[src/rtl/can_eo_pkg.sv]
package can_eo_pkg;

  typedef enum logic [2:0] {
    ST_IDLE   = 3'd0,
    ST_FLAG   = 3'd1,
    ST_SUPER  = 3'd2,
    ST_DELIM  = 3'd3,
    ST_REJOIN = 3'd4
  } eo_state_e;

  function automatic int max3(input int a, input int b, input int c);
    int m;
    m = (a > b) ? a : b;
    return (m > c) ? m : c;
  endfunction

endpackage

[src/rtl/can_eo_trigger.sv]
// Decides when a frame starts and enforces the back-to-back overload limit.
module can_eo_trigger #(
  parameter int MAX_OVL = 2,
  localparam int OW = $clog2(MAX_OVL + 1)
) (
  input  logic          clk,
  input  logic          rst,
  input  logic          bit_tick,
  input  logic          idle,
  input  logic          rx_bit,
  input  logic          err_det,
  input  logic          in_ifs,
  input  logic          not_ready,
  output logic          start_err,
  output logic          start_ovl,
  output logic [OW-1:0] ovl_count
);
  logic ovl_want;
  logic ovl_room;

  assign ovl_want  = in_ifs && (!rx_bit || not_ready);
  assign ovl_room  = ovl_count < OW'(MAX_OVL);
  assign start_err = bit_tick && idle && err_det;
  assign start_ovl = bit_tick && idle && !err_det && ovl_want && ovl_room;

  always_ff @(posedge clk) begin
    if (rst) begin
      ovl_count <= '0;
    end else if (bit_tick && idle) begin
      if (!in_ifs)        ovl_count <= '0;
      else if (start_ovl) ovl_count <= ovl_count + OW'(1);
    end
  end
endmodule

[src/rtl/can_eo_runmon.sv]
// Tracks consecutive dominant samples inside a frame and flags an overlong run.
module can_eo_runmon #(
  parameter int MAX_RUN = 12,
  localparam int RW = $clog2(MAX_RUN + 2)
) (
  input  logic clk,
  input  logic rst,
  input  logic bit_tick,
  input  logic clear,
  input  logic track,
  input  logic rx_bit,
  output logic overflow
);
  logic [RW-1:0] run;

  always_ff @(posedge clk) begin
    if (rst) begin
      run      <= '0;
      overflow <= 1'b0;
    end else if (bit_tick) begin
      if (clear) begin
        run      <= '0;
        overflow <= 1'b0;
      end else if (track) begin
        if (!rx_bit) begin
          if (run <= RW'(MAX_RUN)) run <= run + RW'(1);
          if (run >= RW'(MAX_RUN)) overflow <= 1'b1;
        end else begin
          run <= '0;
        end
      end
    end
  end
endmodule

[src/rtl/can_eo_seq.sv]
// Bit-level sequencer: flag, superposition wait, delimiter, passive rejoin wait.
module can_eo_seq
  import can_eo_pkg::*;
#(
  parameter int FLAG_LEN   = 6,
  parameter int DELIM_LEN  = 8,
  parameter int REJOIN_LEN = 6,
  localparam int CMAX = max3(FLAG_LEN, DELIM_LEN, REJOIN_LEN),
  localparam int CW   = $clog2(CMAX + 1)
) (
  input  logic clk,
  input  logic rst,
  input  logic bit_tick,
  input  logic rx_bit,
  input  logic start_err,
  input  logic start_ovl,
  input  logic err_passive,
  input  logic msg_owner,
  output logic tx_bit,
  output logic busy,
  output logic in_frame,
  output logic frame_done,
  output logic retx_req,
  output logic passive_q
);
  eo_state_e     state;
  logic [CW-1:0] cnt;
  logic          kind_err;
  logic          owner_q;

  assign tx_bit   = !(state == ST_FLAG && !passive_q);
  assign busy     = state != ST_IDLE;
  assign in_frame = state == ST_FLAG || state == ST_SUPER || state == ST_DELIM;

  always_ff @(posedge clk) begin
    if (rst) begin
      state      <= ST_IDLE;
      cnt        <= '0;
      kind_err   <= 1'b0;
      passive_q  <= 1'b0;
      owner_q    <= 1'b0;
      frame_done <= 1'b0;
      retx_req   <= 1'b0;
    end else begin
      frame_done <= 1'b0;
      retx_req   <= 1'b0;
      if (bit_tick) begin
        case (state)
          ST_IDLE: begin
            cnt <= '0;
            if (start_err) begin
              state     <= ST_FLAG;
              kind_err  <= 1'b1;
              passive_q <= err_passive;
              owner_q   <= msg_owner;
            end else if (start_ovl) begin
              state     <= ST_FLAG;
              kind_err  <= 1'b0;
              passive_q <= 1'b0;
              owner_q   <= 1'b0;
            end
          end
          ST_FLAG: begin
            if (cnt == CW'(FLAG_LEN - 1)) begin
              state <= ST_SUPER;
              cnt   <= '0;
            end else begin
              cnt <= cnt + CW'(1);
            end
          end
          ST_SUPER: begin
            if (rx_bit) begin
              state <= ST_DELIM;
              cnt   <= CW'(1);
            end
          end
          ST_DELIM: begin
            if (!rx_bit) begin
              state <= ST_SUPER;
              cnt   <= '0;
            end else if (cnt == CW'(DELIM_LEN - 1)) begin
              frame_done <= 1'b1;
              cnt        <= '0;
              if (kind_err && passive_q) begin
                state <= ST_REJOIN;
              end else begin
                state    <= ST_IDLE;
                retx_req <= kind_err && owner_q;
              end
            end else begin
              cnt <= cnt + CW'(1);
            end
          end
          ST_REJOIN: begin
            if (!rx_bit) begin
              cnt <= '0;
            end else if (cnt == CW'(REJOIN_LEN - 1)) begin
              state    <= ST_IDLE;
              cnt      <= '0;
              retx_req <= owner_q;
            end else begin
              cnt <= cnt + CW'(1);
            end
          end
          default: begin
            state <= ST_IDLE;
            cnt   <= '0;
          end
        endcase
      end
    end
  end
endmodule

[src/rtl/can_eo_gen.sv]
module can_eo_gen #(
  parameter int FLAG_LEN   = 6,
  parameter int DELIM_LEN  = 8,
  parameter int REJOIN_LEN = 6,
  parameter int MAX_RUN    = 12,
  parameter int MAX_OVL    = 2,
  localparam int OVL_W     = $clog2(MAX_OVL + 1)
) (
  input  logic clk,
  input  logic rst,
  input  logic bit_tick,
  input  logic rx_bit,
  input  logic err_det,
  input  logic err_passive,
  input  logic msg_owner,
  input  logic in_ifs,
  input  logic not_ready,
  output logic tx_bit,
  output logic busy,
  output logic frame_done,
  output logic retx_req,
  output logic flag_overflow
);
  logic             start_err;
  logic             start_ovl;
  logic             in_frame;
  logic             passive_q;
  logic [OVL_W-1:0] ovl_count;

  can_eo_trigger #(.MAX_OVL(MAX_OVL)) u_trig (
    .clk(clk), .rst(rst), .bit_tick(bit_tick), .idle(!busy),
    .rx_bit(rx_bit), .err_det(err_det), .in_ifs(in_ifs),
    .not_ready(not_ready), .start_err(start_err), .start_ovl(start_ovl),
    .ovl_count(ovl_count)
  );

  can_eo_seq #(
    .FLAG_LEN(FLAG_LEN), .DELIM_LEN(DELIM_LEN), .REJOIN_LEN(REJOIN_LEN)
  ) u_seq (
    .clk(clk), .rst(rst), .bit_tick(bit_tick), .rx_bit(rx_bit),
    .start_err(start_err), .start_ovl(start_ovl),
    .err_passive(err_passive), .msg_owner(msg_owner),
    .tx_bit(tx_bit), .busy(busy), .in_frame(in_frame),
    .frame_done(frame_done), .retx_req(retx_req), .passive_q(passive_q)
  );

  can_eo_runmon #(.MAX_RUN(MAX_RUN)) u_run (
    .clk(clk), .rst(rst), .bit_tick(bit_tick),
    .clear(start_err || start_ovl), .track(in_frame),
    .rx_bit(rx_bit), .overflow(flag_overflow)
  );
endmodule

[config.mk]
export PLATFORM = sky130hd
export DESIGN_NAME = can_eo_gen
export DESIGN_NICKNAME = d
export VERILOG_FILES = /design/src/rtl/can_eo_pkg.sv /design/src/rtl/can_eo_trigger.sv /design/src/rtl/can_eo_runmon.sv /design/src/rtl/can_eo_seq.sv /design/src/rtl/can_eo_gen.sv
export SDC_FILE = /design/constraint.sdc
export NUM_CORES = 1
export LEC_CHECK = 0
export BUFFER_PORTS_ARGS = -buffer_cell sky130_fd_sc_hd__buf_2
export CELL_PAD_IN_SITES_DETAIL_PLACEMENT = 1
export CELL_PAD_IN_SITES_GLOBAL_PLACEMENT = 1
export CORE_MARGIN = 8
export CORE_UTILIZATION = 45
export DETAILED_ROUTE_END_ITERATION = 10
export GPL_ROUTABILITY_DRIVEN = 0
export GPL_TIMING_DRIVEN = 0
export PLACE_DENSITY_LB_ADDON = 0.15
export SYNTH_ARGS = -nofsm -noshare
export SYNTH_HDL_FRONTEND = slang
export SYNTH_SLANG_ARGS = --single-unit
[constraint.sdc]
create_clock -name clk -period 3.8 [get_ports clk]
set_clock_uncertainty 0.2 [all_clocks]
set_input_delay 0.57 -clock clk [delete_from_list [all_inputs] [get_ports clk]]
set_output_delay 0.57 -clock clk [all_outputs]
set_load 0.05 [all_outputs]
==> results of run 1 <==
-- where the power goes --
group | internal [W] | total, W | leakage (nW) | switching, W
clock network | 0.0000401 | 0.000112 | 0.0139 | 0.0000723
logic | 0.0000268 | 0.0000744 | 0.324 | 0.0000477
registers | 0.000204 | 0.000208 | 0.154 | 0.00000455
-- cells by family after synthesis --
group,after synthesis
buffers and inverters,16
adder cells (fa/ha/maj),5
AO/OA/AOI/OAI,49
XOR/XNOR,1
flip-flops,19
AND/OR/NAND/NOR,60
-- synth_stat cells (all sizes together) (2+ instances only) --
library cell	count	area (um2)
o311ai	2	17.5
nor2	5	18.8
nor3b	2	15.0
a2bb2oi	3	26.3
clkbuf	3	11.3
nand3b	2	15.0
a21oi	15	75.1
dfxtp	19	380
nand3	6	30.0
a211o	2	17.5
nor3	6	30.0
a31oi	5	31.3
ha	5	62.6
o21bai	2	15.0
nand4b	3	26.3
or4	2	15.0
nand2b	5	31.3
o21ai	7	35.0
and3b	2	17.5
inv	9	33.8
or2	2	12.5
or3	3	18.8
nand2	13	48.8
a221oi	2	17.5
buf	4	25.0
-- tightest hold or removal path: stages, from the launching register on --
cell and delay (ns):
dfxtp_1 0.33, nand2_1 0.05, nor3_1 0.04
-- routing by layer --
layer / up-vias / track usage
li1: 594 / -
met1: 572 / 0.209
met2: 15 / 0.258
met3: 6 / 0.0278
met4: 0 / 0.0614
met5: - / 0
-- sequential cells by signal (all words and copies together), names as in the netlist --
signal            count
u_run.run             4
u_seq.owner_q         1
u_run.overflow        1
u_seq.passive_q       1
u_seq.state           3
u_seq.retx_req        1
u_seq.kind_err        1
u_trig.ovl_count      2
u_seq.cnt             4
u_seq.frame_done      1
-- area by class of cell --
| class | instances | share of cell area |
|---|---|---|
| plain buffers | 7 | 0.0270 |
| clock buffers | 3 | 0.0167 |
| inverters | 9 | 0.0251 |
| well taps | 31 | 0.0288 |
| clock inverters | 1 | 0.00558 |
| repair buffers | 12 | 0.0446 |
| multi-input cells | 115 | 0.570 |
| flip-flops and latches | 19 | 0.283 |
-- worst paths after layout --
kind | startpoint | end | slack, ns
worst min-delay path | u_seq.owner_q | u_seq.retx_req | 0.25
worst min register to register | u_seq.owner_q | u_seq.retx_req | 0.25
worst max-delay path | u_seq.state[1] | tx_bit | 1.39
worst max register to register | u_seq.cnt[0] | u_seq.state[2] | 1.73
-- metrics by stage --
step           utilization  setup slack (ns)  cells
2_1_floorplan            -              1.82    150
3_3_place_gp         0.494              1.75    193
3_5_place_dp         0.494              1.73    193
4_1_cts              0.506              1.37    197
5_1_grt              0.506              1.30    197
6_report             0.506              1.39    197
==> summary.md, run 1 <==
| Metric | Value |
|---|---|
| Post-DP HPWL | `2560 um` |
| Peak fanout along the critical path | `10` |
| DIE HEIGHT | `68.0 um` |
| Synth unique cells | `49` |
| Metal2 WL | `1620 um` |
| H-tree depth | `1` |
| Die area | `0.00463 mm2` |
| CTS Sinks | `19` |
| Most common cell after layout, fill and taps aside | `dfxtp_1` |
| DP Area | `0.00132 mm2` |
| Bufs on Longest Clock Path | `2` |
| Final Cell Area | `0.00135 mm2` |
| GRT Overall Usage | `0.160` |
| Crit start category | `flip-flop` |
| Layout cell share with drive strength beyond 1 | `0.139` |
| WHS Path Cells | `2` |
| CORE AREA | `0.00266 mm2` |
| Post-route setup TNS | `0 ns` |
| Hold Crit Class | `flip-flop to flip-flop` |
| # Max-Cap Violations | `0` |
| Largest net degree at the start of global routing | `13` |
| Port-buffer cells | `12` |
| Vias | `1,187` |
| Complex-gate fraction of the synthesized area | `0.270` |
| Fin crit share | `0.635` |
| Number of global-route vias before repair | `1,250` |
| Status | `completed` |
| Post-synthesis xor/xnor area fraction | `0.00719` |
| Crit path DAT | `1.64 ns` |
| Post-Syn Area | `0.00122 mm2` |
| I/O pin count | `14` |
| Crit-path cells | `buf_4, clkbuf_1, or3_1, buf_2` |
| Syn nets | `164` |
| Largest family of logic cells by synthesized area | `simple AND/OR/NAND/NOR gates` |
| Top layer used by detailed routing | `met4` |
| Area Growth Syn to Fin | `10.6%` |
| Worst slew pin tran | `0.774 ns` |
| Clock-pin slew on the worst setup and hold paths | `0.13 ns` |
| Pwr Total | `0.000395 W` |
| VDD IR max | `229 uV` |
| WP data required | `3.03 ns` |
| Sequential area share after synthesis | `0.312` |
| Vias per std cell | `6.03` |
| Synth Area in Adders | `0.0514` |
| Met1 wire length | `1620 um` |
| Slew Viols, Final | `0` |
| Final net count | `181` |
| Synth warnings | `0` |
| Met3 wire len | `85 um` |
| Top_reg_cell synth | `dfxtp_1` |
| Routed WL | `3370 um` |
| Die X-Extent | `68.0 um` |
| Clock Root Buffer | `clkbuf_4` |
| RSZ-0062 raised after global routing | `false` |
| Initial DRC Count | `48` |
| Routed len/inst | `17.1 um` |
| Worst path depth | `4` |
| Critical path start-end classification | `flip-flop to primary output` |
| Tmin final | `2.41 ns` |
| CP Capture Type | `primary output` |
| Routed Antenna Nets | `0` |
| Storage element area | `380 um2` |
| Starting density of the core | `0.457` |
| Commonest cells after routing, fill and taps aside | `19 x dfxtp_1, 15 x a21oi_1, 14 x buf_2` |
| FFs w/ async S/R, synth | `0` |
| # diodes | `0` |
| Core Rows | `19` |
| Post-CTS Hold Buffers | `0` |
| #FFs+latches synth | `19` |
| Peak Freq | `414 MHz` |
| Slowest stage cell, crit path | `or3_1` |
| Fin. Hold Viols | `0` |
| Hold_ws | `0.250 ns` |
| Setup violators final | `0` |
| Power density over the cells | `294 mW/mm2` |
| DRC errors left | `0` |
| Mux cell area share after synthesis | `0` |
| Filler cell count | `337` |
| P_leak | `0.491 nW` |
| CP bufs+invs | `3` |
| Top Family by Delay on Critical Path | `buffers and inverters` |
| Syn Area/Cell | `8.12 um2` |
| First-pass GRT wire length | `5840 um` |
| Worst R2R Path Depth | `5` |
| Initial antenna violation count | `0` |
| Max stage delay on crit path | `0.41 ns` |
| Number of synthesized flops with an enable pin | `0` |
| Post-CTS resize count | `0` |
| Remaining Overflow, GRT | `0` |
| CTS tree | `built` |
| Initial DRT Pass Iterations | `4` |
| Setup Buffers After CTS | `0` |
| Inserted Clock Buffers | `3` |
| Cells after synthesis | `150` |
| Synth Area in Simple Gates | `0.301` |
| Worst-skew pair later-pin latency | `0.31 ns` |
| Area of the multi-input gates | `767 um2` |
| Rel. slew slack | `0.477` |
(Power assumes the default switching activity.)
==> run 2: changes to the inputs <==
--- a/config.mk
+++ b/config.mk
@@ -9,7 +9,7 @@
 export CELL_PAD_IN_SITES_DETAIL_PLACEMENT = 1
 export CELL_PAD_IN_SITES_GLOBAL_PLACEMENT = 1
 export CORE_MARGIN = 8
-export CORE_UTILIZATION = 45
+export CORE_UTILIZATION = 38
 export DETAILED_ROUTE_END_ITERATION = 10
 export GPL_ROUTABILITY_DRIVEN = 0
 export GPL_TIMING_DRIVEN = 0
==> constraint.sdc (replaced) <==
create_clock -name clk -period 2.2 [get_ports clk]
set_clock_uncertainty 0.2 [all_clocks]
set_input_delay 0.33 -clock clk [delete_from_list [all_inputs] [get_ports clk]]
set_output_delay 0.33 -clock clk [all_outputs]
set_load 0.05 [all_outputs]
==> run 2 against run 1 <==
Against the previous run: first-iteration DRC count increased by 75%; worst setup slack got worse by 1.2 ns; wire length about the same; power increased by 73%; critical endpoint is now busy.
==> summary.md, run 2 (same netlist as run 1, synthesis figures left out) <==
| Metric | Value |
|---|---|
| Clock Root Buffer | `clkbuf_4` |
| I/O pin count | `14 (unchanged)` |
| Routed Antenna Nets | `0 (unchanged)` |
| Post-DP HPWL | `2600 um (+1.8%)` |
| Commonest cells after routing, fill and taps aside | `19 x dfxtp_1, 15 x a21oi_1, 14 x buf_2` |
| RSZ-0062 raised after global routing | `false` |
| Slew Viols, Final | `0 (unchanged)` |
| Initial DRC Count | `84 (+75%)` |
| Worst-skew pair later-pin latency | `0.31 ns (about the same)` |
| Routed WL | `3370 um (about the same)` |
| R2r endpoint | `u_seq.state[2]` |
| Inserted Clock Buffers | `3 (unchanged)` |
| Crit start category | `flip-flop` |
| Critical path start-end classification | `flip-flop to primary output` |
| Most common cell after layout, fill and taps aside | `dfxtp_1` |
| Status | `completed` |
| Core Rows | `20 (+1)` |
| VDD IR max | `209 uV (-8.7%)` |
| Peak fanout along the critical path | `10 (unchanged)` |
| Post-route setup TNS | `0 ns (unchanged)` |
| GRT Overall Usage | `0.136 (-0.0248)` |
| Bufs on Longest Clock Path | `2 (unchanged)` |
| Layout cell share with drive strength beyond 1 | `0.139 (+0.000840)` |
| Setup violators final | `0 (unchanged)` |
| # Max-Cap Violations | `0 (unchanged)` |
| CORE AREA | `0.00305 mm2 (+15%)` |
| Pwr Total | `0.000683 W (+73%)` |
| Initial antenna violation count | `0 (unchanged)` |
| Filler cell count | `407 (+21%)` |
| DP Area | `0.00133 mm2 (+1.2%)` |
| CTS tree | `built` |
| Worst path depth | `3 (-1)` |
| Area Growth Syn to Fin | `11.4%` |
| CP bufs+invs | `2 (-1)` |
| Number of global-route vias before repair | `1,246 (-0.32%)` |
| Initial DRT Pass Iterations | `4 (unchanged)` |
| Worst slew pin tran | `0.638 ns (-0.136 ns)` |
| Crit-path cells | `buf_2, or3_1, buf_2` |
| CTS Sinks | `19 (unchanged)` |
| Max stage delay on crit path | `0.39 ns (-0.02 ns)` |
| Fin crit share | `0.926` |
| Die area | `0.00527 mm2 (+14%)` |
| Hold Crit Class | `primary input to flip-flop` |
| Routed len/inst | `16.1 um (-5.7%)` |
| # diodes | `0 (unchanged)` |
| Slowest stage cell, crit path | `dfxtp_1` |
| Setup Buffers After CTS | `0 (unchanged)` |
| Vias | `1,218 (+2.6%)` |
| Remaining Overflow, GRT | `0 (unchanged)` |
| Tmin final | `2.04 ns` |
| Die X-Extent | `72.6 um (+6.7%)` |
| Largest net degree at the start of global routing | `20 (+7)` |
| Post-CTS Hold Buffers | `0 (unchanged)` |
| Worst R2R Path Depth | `5 (unchanged)` |
| DIE HEIGHT | `72.6 um (+6.7%)` |
| Hold path start | `err_passive` |
| Cell mode on critical path | `buf_2` |
| Final net count | `180 (-0.55%)` |
| Fin. Hold Viols | `0 (unchanged)` |
| Vias per std cell | `5.83 (-3.3%)` |
| Critical path origin | `u_seq.state[0]` |
| Crit path DAT | `1.51 ns (-0.13 ns)` |
| Top flop regs | `u_run.run (4), u_seq.cnt (4), u_seq.state (3)` |
| Port-buffer cells | `12 (unchanged)` |
| WP data required | `1.67 ns (-1.36 ns)` |
| Power density over the cells | `504 mW/mm2 (+72%)` |
| Peak Freq | `491 MHz` |
| CP endpoint | `busy` |
| P_leak | `0.494 nW (+0.53%)` |
| Reg-to-Reg Start | `u_seq.cnt[0]` |
| Rel. slew slack | `0.568 (+0.0902)` |
| CP Capture Type | `primary output` |
| Starting density of the core | `0.399 (-0.0585)` |
| DRC errors left | `0 (unchanged)` |
| R2R Setup Slk | `0.18 ns (-1.55 ns)` |
| Top Family by Delay on Critical Path | `buffers and inverters` |
| First-pass GRT wire length | `5750 um (-1.4%)` |
| Clock-pin slew on the worst setup and hold paths | `0.13 ns (about the same)` |
| Final Cell Area | `0.00136 mm2 (+0.74%)` |
| H-tree depth | `1 (unchanged)` |
## run 2: report_power, final
| group | total [W] | leakage, nW | switching (W) | internal (W) |
|---|---|---|---|---|
| clock network | 0.000195 | 0.0177 | 0.000127 | 0.0000679 |
| logic | 0.000129 | 0.322 | 0.0000824 | 0.0000461 |
| registers | 0.000360 | 0.154 | 0.00000812 | 0.000352 |
| total | 0.000683 | 0.494 | 0.000217 | 0.000466 |
## run 2: metrics by stage
| stage | utilization | hold slack [ns] | setup WS [ns] | instances |
|---|---|---|---|---|
| after floorplan | - | 0.211 | 0.416 | 150 |
| after global placement | 0.436 | 0.232 | 0.175 | 206 |
| after detailed placement | 0.436 | 0.241 | 0.100 | 206 |
| after CTS | 0.444 | 0.0717 | 0.0714 | 209 |
| after global routing | 0.444 | 0.0835 | 0.0697 | 209 |
| final | 0.444 | 0.0767 | 0.163 | 209 |
## run 2: worst min-delay path by stage
stage                            endpoint  slack, ns  cells after the start
after floorplan            u_seq.retx_req       0.21                      2
after global placement     u_seq.retx_req       0.23                      2
after detailed placement   u_seq.retx_req       0.24                      2
after CTS                 u_seq.passive_q       0.07                      3
after global routing        u_seq.owner_q       0.08                      3
final                     u_seq.passive_q       0.08                      3
## run 2: final cells by class
| cell class | instances | area, um2 | area share |
|---|---|---|---|
| plain buffers | 6 | 32.5 | 0.0240 |
| clock buffers | 3 | 22.5 | 0.0166 |
| clock inverters | 1 | 5.00 | 0.00369 |
| inverters | 9 | 33.8 | 0.0249 |
| multi-input cells | 115 | 767 | 0.565 |
| flip-flops and latches | 19 | 380 | 0.280 |
| well taps | 44 | 55.1 | 0.0406 |
| repair buffers | 12 | 60.1 | 0.0443 |
## run 2: repair_timing
item | 4_1_cts | 5_1_grt
setup endpoints to repair | 1 | 3
gates resized for setup | 0 | 1
gates cloned | 0 | 0
## run 2: worst min-delay path, delay by kind of cell
| family | cells | cell delay [ns] |
|---|---|---|
| compound gates | 1 | 0.05 |
| buf+inv | 1 | 0.10 |
| simple gates | 1 | 0.07 |
## run 2: metal layers
metal	track usage	routed length (um)	up-vias
met1	0.170	1630	599
met2	0.227	1600	19
met5	0	0	-
met4	0.0511	40	0
met3	0.0206	102	5
li1	-	-	595
